==> config.mk <==
export PLATFORM = sky130hd
export DESIGN_NAME = soft_mute_ramp
export DESIGN_NICKNAME = d
export VERILOG_FILES = /design/src/rtl/smr_pkg.sv /design/src/rtl/smr_gain_ctrl.sv /design/src/rtl/smr_scaler.sv /design/src/rtl/soft_mute_ramp.sv
export SDC_FILE = /design/constraint.sdc
export NUM_CORES = 1
export LEC_CHECK = 0
export ABC_AREA = 1
export BUFFER_PORTS_ARGS = -buffer_cell sky130_fd_sc_hd__buf_2
export CAP_MARGIN = 25
export CORE_MARGIN = 3
export CORE_UTILIZATION = 45
export CTS_CLUSTER_SIZE = 12
export DETAILED_ROUTE_END_ITERATION = 6
export PLACE_DENSITY_LB_ADDON = 0.12
export RECOVER_POWER = 25
export SYNTH_ARGS = -nofsm -noshare
export SYNTH_HDL_FRONTEND = slang
export SYNTH_SLANG_ARGS = --single-unit
==> constraint.sdc <==
create_clock -name clk -period 7 [get_ports clk]
set_clock_uncertainty 0.05 [all_clocks]
set_input_delay 0.7 -clock clk [delete_from_list [all_inputs] [get_ports clk]]
set_output_delay 0.7 -clock clk [all_outputs]
set_load 0.02 [all_outputs]
==> src/rtl/smr_pkg.sv <==
// Shared types for the soft mute ramp.
package smr_pkg;
    // Number of audio channels sharing one gain
    localparam int SMR_CHANNELS = 2;

    // Direction of the gain step applied at the next frame strobe
    typedef enum logic [1:0] {
        DIR_HOLD = 2'd0,
        DIR_DOWN = 2'd1,
        DIR_UP   = 2'd2
    } ramp_dir_e;
endpackage

==> src/rtl/smr_gain_ctrl.sv <==
// Gain position controller.
// Keeps the ramp position (0 = silence, RAMP_LEN = unity) and the
// start-up hold. Assumes frame_stb is a single-cycle pulse. The position
// reported at a strobe is the one used for that frame; the step is taken
// at the same edge.
module smr_gain_ctrl
    import smr_pkg::*;
#(
    parameter int RAMP_LEN    = 1024,
    parameter int HOLD_FRAMES = 4410,
    localparam int LVL_W      = $clog2(RAMP_LEN + 1),
    localparam int HCNT_W     = $clog2(HOLD_FRAMES + 1)
) (
    input  logic             clk,
    input  logic             rst_n,
    input  logic             frame_stb,
    input  logic             mute_req,
    input  logic             semi_auto,
    output logic [LVL_W-1:0] gain,
    output logic             hold
);
    localparam logic [LVL_W-1:0]  LVL_MAX  = LVL_W'(RAMP_LEN);
    localparam logic [HCNT_W-1:0] HOLD_END = HCNT_W'(HOLD_FRAMES - 1);

    logic [HCNT_W-1:0] hold_cnt;
    ramp_dir_e         dir;

    // Choose the step direction from the request and the present position
    always_comb begin
        if (hold)
            dir = DIR_HOLD;
        else if (mute_req && gain != '0)
            dir = DIR_DOWN;
        else if (!mute_req && gain != LVL_MAX)
            dir = DIR_UP;
        else
            dir = DIR_HOLD;
    end

    // Advance the hold counter and the gain position once per frame
    always_ff @(posedge clk) begin
        if (!rst_n) begin
            gain     <= semi_auto ? '0 : LVL_MAX;
            hold     <= semi_auto;
            hold_cnt <= '0;
        end else if (frame_stb) begin
            if (hold) begin
                hold_cnt <= hold_cnt + 1'b1;
                if (hold_cnt == HOLD_END)
                    hold <= 1'b0;
            end
            unique case (dir)
                DIR_DOWN: gain <= gain - 1'b1;
                DIR_UP:   gain <= gain + 1'b1;
                default:  gain <= gain;
            endcase
        end
    end

    // Position never leaves its range
    assert_gain_range_R1: assert property (@(posedge clk) disable iff (!rst_n)
        gain <= LVL_MAX);

    // At most one step per frame, so a reversal continues from the present level
    assert_unit_step_R4: assert property (@(posedge clk) disable iff (!rst_n)
        frame_stb |=> (gain == $past(gain) || gain == $past(gain) + 1'b1
                       || gain + 1'b1 == $past(gain)));

    // Mute high at a strobe never raises the gain
    assert_mute_no_rise_R2: assert property (@(posedge clk) disable iff (!rst_n)
        (frame_stb && mute_req) |=> gain <= $past(gain));

    // Mute low at a strobe never lowers the gain
    assert_unmute_no_fall_R3: assert property (@(posedge clk) disable iff (!rst_n)
        (frame_stb && !mute_req) |=> gain >= $past(gain));

    // Start-up hold keeps the gain at silence
    assert_hold_silent_R7: assert property (@(posedge clk) disable iff (!rst_n)
        hold |-> gain == '0);

    // No strobe, no change
    assert_gain_stable_R8: assert property (@(posedge clk) disable iff (!rst_n)
        !frame_stb |=> $stable(gain));
endmodule

==> src/rtl/smr_scaler.sv <==
// One channel gain multiplier.
// Registers round(din * gain / RAMP_LEN), rounding half up, at each frame
// strobe, or zero when force_zero is set. Assumes RAMP_LEN is a power of
// two and gain <= RAMP_LEN, so the result always fits DATA_W bits.
module smr_scaler #(
    parameter int DATA_W   = 24,
    parameter int RAMP_LEN = 1024,
    localparam int LVL_W   = $clog2(RAMP_LEN + 1),
    localparam int SHIFT   = $clog2(RAMP_LEN),
    localparam int PROD_W  = DATA_W + LVL_W + 1
) (
    input  logic              clk,
    input  logic              rst_n,
    input  logic              frame_stb,
    input  logic              force_zero,
    input  logic [LVL_W-1:0]  gain,
    input  logic [DATA_W-1:0] din,
    output logic [DATA_W-1:0] dout
);
    localparam logic signed [PROD_W-1:0] HALF = PROD_W'(RAMP_LEN / 2);

    logic signed [PROD_W-1:0] prod;
    logic signed [PROD_W-1:0] rounded;

    // Signed multiply by the gain, then add half an LSB of the result
    always_comb begin
        prod    = $signed(din) * $signed({1'b0, gain});
        rounded = prod + HALF;
    end

    // Register the scaled sample once per frame
    always_ff @(posedge clk) begin
        if (!rst_n)
            dout <= '0;
        else if (frame_stb)
            dout <= force_zero ? '0 : DATA_W'(rounded >>> SHIFT);
    end

    // Silence gives an exact zero
    assert_zero_at_mute_R5: assert property (@(posedge clk) disable iff (!rst_n)
        (frame_stb && (gain == '0 || force_zero)) |=> dout == '0);

    // Unity passes the sample through
    assert_unity_pass_R1: assert property (@(posedge clk) disable iff (!rst_n)
        (frame_stb && !force_zero && gain == LVL_W'(RAMP_LEN)) |=> dout == $past(din));
endmodule

==> src/rtl/soft_mute_ramp.sv <==
// Stereo soft mute ramp, top level.
// One gain controller drives one scaler per channel, so every channel uses
// the same gain in each frame. rst_n doubles as power-down: the outputs are
// zero while it is low. Assumes frame_stb is a single-cycle pulse.
module soft_mute_ramp
    import smr_pkg::*;
#(
    parameter int DATA_W      = 24,
    parameter int RAMP_LEN    = 1024,
    parameter int HOLD_FRAMES = 4410,
    localparam int LVL_W      = $clog2(RAMP_LEN + 1)
) (
    input  logic              clk,
    input  logic              rst_n,
    input  logic              frame_stb,
    input  logic              mute_req,
    input  logic              semi_auto,
    input  logic [DATA_W-1:0] in_left,
    input  logic [DATA_W-1:0] in_right,
    output logic [DATA_W-1:0] out_left,
    output logic [DATA_W-1:0] out_right,
    output logic              out_stb
);
    logic [LVL_W-1:0]  gain;
    logic              hold;
    logic [DATA_W-1:0] ch_in  [SMR_CHANNELS];
    logic [DATA_W-1:0] ch_out [SMR_CHANNELS];

    // Map the stereo ports onto the channel arrays
    always_comb begin
        ch_in[0]  = in_left;
        ch_in[1]  = in_right;
        out_left  = ch_out[0];
        out_right = ch_out[1];
    end

    smr_gain_ctrl #(
        .RAMP_LEN    (RAMP_LEN),
        .HOLD_FRAMES (HOLD_FRAMES)
    ) i_gain_ctrl (
        .clk       (clk),
        .rst_n     (rst_n),
        .frame_stb (frame_stb),
        .mute_req  (mute_req),
        .semi_auto (semi_auto),
        .gain      (gain),
        .hold      (hold)
    );

    for (genvar ch = 0; ch < SMR_CHANNELS; ch++) begin : g_chan
        smr_scaler #(
            .DATA_W   (DATA_W),
            .RAMP_LEN (RAMP_LEN)
        ) i_scaler (
            .clk        (clk),
            .rst_n      (rst_n),
            .frame_stb  (frame_stb),
            .force_zero (hold),
            .gain       (gain),
            .din        (ch_in[ch]),
            .dout       (ch_out[ch])
        );
    end

    // Flag the cycle in which a new frame result is present
    always_ff @(posedge clk) begin
        if (!rst_n)
            out_stb <= 1'b0;
        else
            out_stb <= frame_stb;
    end

    // Power-down forces silence on both channels
    assert_pd_silent_R6: assert property (@(posedge clk)
        !rst_n |=> (out_left == '0 && out_right == '0 && !out_stb));

    // Outputs move only after a strobe
    assert_out_stable_R8: assert property (@(posedge clk) disable iff (!rst_n)
        !frame_stb |=> ($stable(out_left) && $stable(out_right) && !out_stb));
endmodule

[Word level (Yosys, flattened, before mapping)]
Cells that the tools add are included.
Cells by class
  reduce and logical (&&, ||, !) cells: 6
  mux-type cells: 13
  $add $sub $neg: 5
  multipliers: 2
  equal/unequal tests: 6
Operators with widths (count)
  adder 34 x 11 -> 34 bit (second input constant): 2
  multiplier 24 x 12 -> 34 bit: 2
  2-to-1 mux 24 bit: 2
  2-to-1 mux 11 bit: 3
  one-hot mux 11 bit (2 select lines): 1
  adder 13 x 1 -> 13 bit (second input constant): 1
  == test 13 bit (second input constant): 1
  adder 11 x 1 -> 11 bit (second input constant): 1
  != test 11 bit (second input constant): 1
  nonzero test 11 bit: 1
  subtractor 11 x 1 -> 11 bit (second input constant): 1
  2-to-1 mux 2 bit: 3
  2-to-1 mux 1 bit: 4
  AND reduction 2 bit: 2
  != test 3 x 1 -> 1 bit (second input constant): 1
  == test 2 x 1 -> 1 bit (second input constant): 1
  == test 2 bit (second input constant): 1
  logical AND 1 bit: 2
  != test 2 x 1 -> 1 bit (second input constant): 1
  zero test 1 bit: 1
Word-level totals
  logic and storage cells: 38
  input bits: 53
  register bits: 74

[Longest topological paths before layout]
  depth after elaboration: 9
  mapped depth: 26
  mapped depth without buffers: 24

[Modules after synthesis]
From an unflattened synthesis, not the netlist that was laid out.
Unflattened totals
  cells, all modules: 3250
  area total of the unflattened synthesis: 23446.2 µm²
Modules (own cells, without submodules)
  smr_scaler at g_chan[0].i_scaler: instances 1, cells an instance 1511, seq. area each 480.5 µm², area an instance 10918.0 µm²
  smr_scaler at g_chan[1].i_scaler: instances 1, cells an instance 1513, seq. area each 480.5 µm², area an instance 10830.4 µm²
  smr_gain_ctrl: instances 1, cells an instance 223, seq. area each 620.6 µm², area an instance 1670.4 µm²
  soft_mute_ramp: instances 1, cells an instance 3, seq. area each 20.0 µm², area an instance 27.5 µm²

[Worst setup path after synthesis]
Ideal clock, no wire load.
  kind: register -> register
  start point: reg i_gain_ctrl.gain[1]
  end point: reg g_chan[0].i_scaler.dout[17]
  path slack: 1.913 ns
  arrival: 4.915 ns
  required time: 6.829 ns
  stages on the path, launching flop included: 24
  path through: edfxtp_1 clkbuf_1 clkbuf_1 nand2_1 fa_1 inv_1 ha_1 inv_1 fa_1 inv_1 fa_1 inv_1 fa_1 inv_1 ha_1 nand2_1 nor2_1 inv_1 nor3_1 nand3_1 nand3_1 nand2_1 nand2_1 o21ai_0
On the way
  cells in the longest elaborated chain, start to end: 3
Ends and longest elaborated chain
  from (decl): RTL line smr_gain_ctrl.sv:19  | output logic [LVL_W-1:0] gain,
  from (signal assigned): RTL line smr_gain_ctrl.sv:43  | gain <= semi_auto ? '0 : LVL_MAX;
  from (signal assigned): RTL line smr_gain_ctrl.sv:53  | DIR_DOWN: gain <= gain - 1'b1;
  from (signal assigned): RTL line smr_gain_ctrl.sv:54  | DIR_UP: gain <= gain + 1'b1;
  multiplier 24 x 12 -> 34 bit: RTL line smr_scaler.sv:27  | prod = $signed(din) * $signed({1'b0, gain});
  adder 34 x 11 -> 34 bit: RTL line smr_scaler.sv:28  | rounded = prod + HALF;
  2-to-1 mux 24 bit: RTL line smr_scaler.sv:36  | dout <= force_zero ? '0 : DATA_W'(rounded >>> SHIFT);
  to (signal assigned): RTL line smr_scaler.sv:36
  to (decl): RTL line smr_scaler.sv:18  | output logic [DATA_W-1:0] dout
Every way passes these cells.
A chain may end at the register's enable or synchronous reset.

[Final worst setup path]
Same ends and word-level chain as after synthesis.

==> impl_table.tex <==
\begin{tabular}{lr}
\hline
Metric & Value \\
\hline
\multicolumn{2}{l}{\textbf{Run status}} \\
Status & finished, final reports clean \\
\multicolumn{2}{l}{\textbf{Setup path}} \\
Slowest CP cell & sky130\_fd\_sc\_hd\_\_fa\_1 \\
Classification of the worst setup path & register to register \\
Req. time, crit path & 7.22 ns \\
Maximum fanout encountered on the critical timing path & 47 \\
Largest incremental delay on the critical path & 0.55 ns \\
Cells along the critical path & buf\_4 -> nand2\_1 -> fa\_1 -> inv\_1 -> ha\_1 -> inv\_1 -> fa\_1 -> inv\_1 -> fa\_1 -> inv\_1 -> fa\_1 -> inv\_1 -> ha\_1 -> nand2\_1 -> nor2\_1 -> inv\_1 -> nor3\_1 -> nand3\_1 -> nand3\_1 -> nand2\_1 -> nand2\_1 -> o21ai\_0 \\
Data arrival time at the worst-slack endpoint & 6.05 ns \\
Worst path buffer plus inverter count & 7 \\
Sort of element at the start of the critical path & register \\
Most common cell type on the critical path & sky130\_fd\_sc\_hd\_\_inv\_1 \\
Element type at the critical path end & register \\
Category of cells accounting for the largest share of critical-path delay & adder cells \\
\multicolumn{2}{l}{\textbf{STA}} \\
Timing-limited maximum frequency & 171 MHz \\
Slew @ Worst Pin & 1.05 ns \\
Worst setup slack after layout & 1.17 ns \\
Worst slew slack as a fraction of its limit & 0.297 \\
Unrepaired setup endpoints after global routing & false \\
Hold violation count in the final report & 0 \\
Number of setup violations in the final report & 0 \\
Final period demand of the worst path & 5.83 ns \\
Period utilization & 0.833 \\
Number of slew-limit violations in the final report & 0 \\
Post-route setup TNS & 0 ns \\
\multicolumn{2}{l}{\textbf{Floorplan}} \\
Number of placement rows & 82 \\
Die height & 232 um \\
Area of the placeable core & 50,200 um\^{}2 \\
Die width & 232 um \\
Count of pins on the block boundary & 102 \\
Overall die area & 53,600 um\^{}2 \\
Starting density of the core & 0.457 \\
\multicolumn{2}{l}{\textbf{Yosys}} \\
Number of storage elements in the synthesis netlist & 74 \\
Synthesized area divided by synthesized cell count & 7.21 um\^{}2 \\
Number of nets in the synthesized netlist & 3,869 \\
Largest area contributor in the netlist & sky130\_fd\_sc\_hd\_\_fa\_1 \\
Post-Syn Area & 22,900 um\^{}2 \\
Count of unique library cells instantiated by Yosys & 39 \\
Number of warnings issued by yosys & 0 \\
Cells after synthesis & 3,176 \\
Biggest area contributors in the synthesized netlist & sky130\_fd\_sc\_hd\_\_fa\_1, sky130\_fd\_sc\_hd\_\_nand2\_1, sky130\_fd\_sc\_hd\_\_inv\_1 \\
Post-synth top area share & 0.392 \\
Part of the Yosys area used for sequential elements & 0.0699 \\
\multicolumn{2}{l}{\textbf{Route}} \\
Antenna Violating Nets Remaining & 0 \\
Drt total wl & 60.1 mm \\
Total vias in the final route & 18,700 \\
Per-cell routed wire length & 15.5 um \\
First-pass detailed-route iteration total & 6 \\
Count of unresolved DRC violations after routing & 0 \\
DR iter-0 viols & 1,025 \\
Post-detailed-route via-to-cell ratio & 4.84 \\
\multicolumn{2}{l}{\textbf{Job}} \\
Max-capacitance violation count & 0 \\
\multicolumn{2}{l}{\textbf{CTS}} \\
Clock transition at the registers of the reported paths & 0.07 ns \\
Post-CTS setup buffers & 0 \\
Cts hold-fix bufs & 0 \\
Total number of clock tree sinks & 74 \\
TritonCTS Buffers & 9 \\
Count of cells resized by post-cts repair & 0 \\
Count of H-tree levels built during CTS & 3 \\
Clock latency on the worst-skew pair & 0.39 ns \\
TritonCTS clock tree & built \\
Buffer type at the clock tree root & sky130\_fd\_sc\_hd\_\_clkbuf\_16 \\
Maximum buffer depth of the clock tree & 2 \\
\multicolumn{2}{l}{\textbf{Global route}} \\
Global-route total usage across every layer & 0.232 \\
Pin count of the biggest net entering global routing & 50 \\
Number of antenna violations at the first check in global routing & 2 \\
Wire length of the first global-routing pass & 99.4 mm \\
GRT overflow & 0 \\
Via count of the first global-routing pass & 19,500 \\
\multicolumn{2}{l}{\textbf{Finish}} \\
Number of inserted diodes & 0 \\
Cell area after layout & 24,300 um\^{}2 \\
Most frequent standard cell in the layout excluding fill and tap cells & sky130\_fd\_sc\_hd\_\_nand2\_1 \\
Number of nets in the final layout & 3,887 \\
Synthesis-to-layout area growth & 6.02\% \\
Leading cell types in the layout, fill and taps excluded & sky130\_fd\_sc\_hd\_\_nand2\_1, sky130\_fd\_sc\_hd\_\_inv\_1, sky130\_fd\_sc\_hd\_\_fa\_1 \\
Fin cells & 3,871 \\
Proportion of layout cells with a drive suffix above 1 & 0.0450 \\
Fill cell count & 5,033 \\
\multicolumn{2}{l}{\textbf{Placement}} \\
Instance area at placement & 24,000 um\^{}2 \\
Number of placed instances with taps included & 3,855 \\
Worst setup slack before clock tree synthesis & 1.11 ns \\
Dpl hpwl & 50.2 mm \\
Buffers added on ports & 101 \\
Gp weighted congestion & 0.923 \\
\multicolumn{2}{l}{\textbf{Hold path}} \\
Min-delay worst type & register to register \\
\hline
\end{tabular}
==> kinds of logic (layout without fill, tap and decap cells) <==
group	count (synthesis)	count (layout)	synth area share
flops	74	74	0.0699
fa+ha+maj	640	640	0.497
xor+xnor	12	12	0.00459
compound gates	194	194	0.0445
simple gates	1235	1235	0.216
buf+inv	1021	1044	0.168
==> worst register-to-register path, cell delays in order, from the launching register on <==
cell and delay (ns):
sky130_fd_sc_hd__edfxtp_1 0.41, sky130_fd_sc_hd__buf_4 0.53, sky130_fd_sc_hd__nand2_1 0.22, sky130_fd_sc_hd__fa_1 0.55
sky130_fd_sc_hd__inv_1 0.08, sky130_fd_sc_hd__ha_1 0.46, sky130_fd_sc_hd__inv_1 0.22, sky130_fd_sc_hd__fa_1 0.52
sky130_fd_sc_hd__inv_1 0.06, sky130_fd_sc_hd__fa_1 0.53, sky130_fd_sc_hd__inv_1 0.05, sky130_fd_sc_hd__fa_1 0.48
sky130_fd_sc_hd__inv_1 0.04, sky130_fd_sc_hd__ha_1 0.38, sky130_fd_sc_hd__nand2_1 0.12, sky130_fd_sc_hd__nor2_1 0.16
sky130_fd_sc_hd__inv_1 0.08, sky130_fd_sc_hd__nor3_1 0.26, sky130_fd_sc_hd__nand3_1 0.17, sky130_fd_sc_hd__nand3_1 0.14
sky130_fd_sc_hd__nand2_1 0.06, sky130_fd_sc_hd__nand2_1 0.05, sky130_fd_sc_hd__o21ai_0 0.08
==> metrics by stage <==
stage,utilization,hold slack (ns)
global placement,0.478,0.383
floorplan,-,0.373
detailed placement,0.478,0.386
global route,0.484,0.430
finish,0.484,0.401
CTS,0.485,0.401
==> synth_stat cells <==
cell type	number
sky130_fd_sc_hd__or2_2	2
sky130_fd_sc_hd__nand4_1	17
sky130_fd_sc_hd__fa_1	449
sky130_fd_sc_hd__nand2_1	952
sky130_fd_sc_hd__buf_1	24
sky130_fd_sc_hd__a31oi_1	5
sky130_fd_sc_hd__o21ai_1	3
sky130_fd_sc_hd__nand2_4	1
sky130_fd_sc_hd__nor3_2	3
sky130_fd_sc_hd__o21ai_0	77
sky130_fd_sc_hd__clkbuf_1	83
sky130_fd_sc_hd__and2_1	4
sky130_fd_sc_hd__nor3b_2	2
sky130_fd_sc_hd__a21o_1	4
sky130_fd_sc_hd__o21bai_1	8
sky130_fd_sc_hd__dfxtp_1	62
sky130_fd_sc_hd__nand3b_1	4
sky130_fd_sc_hd__a32o_1	1
sky130_fd_sc_hd__xor2_1	5
sky130_fd_sc_hd__nand4_2	1
sky130_fd_sc_hd__nor3b_1	1
sky130_fd_sc_hd__nor4_1	4
sky130_fd_sc_hd__clkbuf_8	1
sky130_fd_sc_hd__o21a_1	3
sky130_fd_sc_hd__xnor2_1	7
sky130_fd_sc_hd__nor2_4	2
sky130_fd_sc_hd__nor2_1	134
sky130_fd_sc_hd__inv_2	1
sky130_fd_sc_hd__nand3_1	84
sky130_fd_sc_hd__nand2b_1	1
sky130_fd_sc_hd__buf_2	8
sky130_fd_sc_hd__nand2_2	9
sky130_fd_sc_hd__nor2_2	3
sky130_fd_sc_hd__ha_1	191
sky130_fd_sc_hd__nor3_1	10
sky130_fd_sc_hd__nand3_2	1
sky130_fd_sc_hd__inv_1	904
sky130_fd_sc_hd__a21oi_1	93
sky130_fd_sc_hd__edfxtp_1	12
==> cell type report <==
type / instances / area [um^2] / area share
clock buffers: 10 / 239 / 0.00984
inverters: 905 / 3400 / 0.140
flip-flops and latches: 74 / 1600 / 0.0660
multi-input cells: 2081 / 17500 / 0.719
well taps: 672 / 841 / 0.0346
clock inverters: 6 / 71.3 / 0.00294
repair buffers: 123 / 671 / 0.0276
==> layer usage <==
metal  up-vias  global-route usage  routed length [um]  share of wire
met4         2              0.0438                 944          0.016
li1       9138                   -                   -              -
met3        60              0.0273                2590          0.043
met5         -                   0                   7        0.00012
met2       410               0.412               30000           0.50
met1      9108               0.308               26600           0.44
==> final timing paths <==
kind / slack (ns) / endpoint / startpoint / cells past startpoint
setup / recovery: 1.17 / g_chan[0].i_scaler.dout[17] / i_gain_ctrl.gain[1] / 22
setup reg to reg: 1.17 / g_chan[0].i_scaler.dout[17] / i_gain_ctrl.gain[1] / 22
hold / removal: 0.40 / g_chan[1].i_scaler.dout[16] / g_chan[1].i_scaler.dout[16] / 2
hold reg to reg: 0.40 / g_chan[1].i_scaler.dout[16] / g_chan[1].i_scaler.dout[16] / 2
==> state kept, by name, summed over array words and instances, names as in the netlist <==
| register | flops |
|---|---|
| g_chan.i_scaler.dout | 48 |
| i_gain_ctrl.gain | 11 |
| i_gain_ctrl.hold | 1 |
| i_gain_ctrl.hold_cnt | 13 |
| out_stb | 1 |
Power is left out: the tool's default activity adds up to more than one toggle a clock period on the data nets, which glitch-free logic cannot reach.
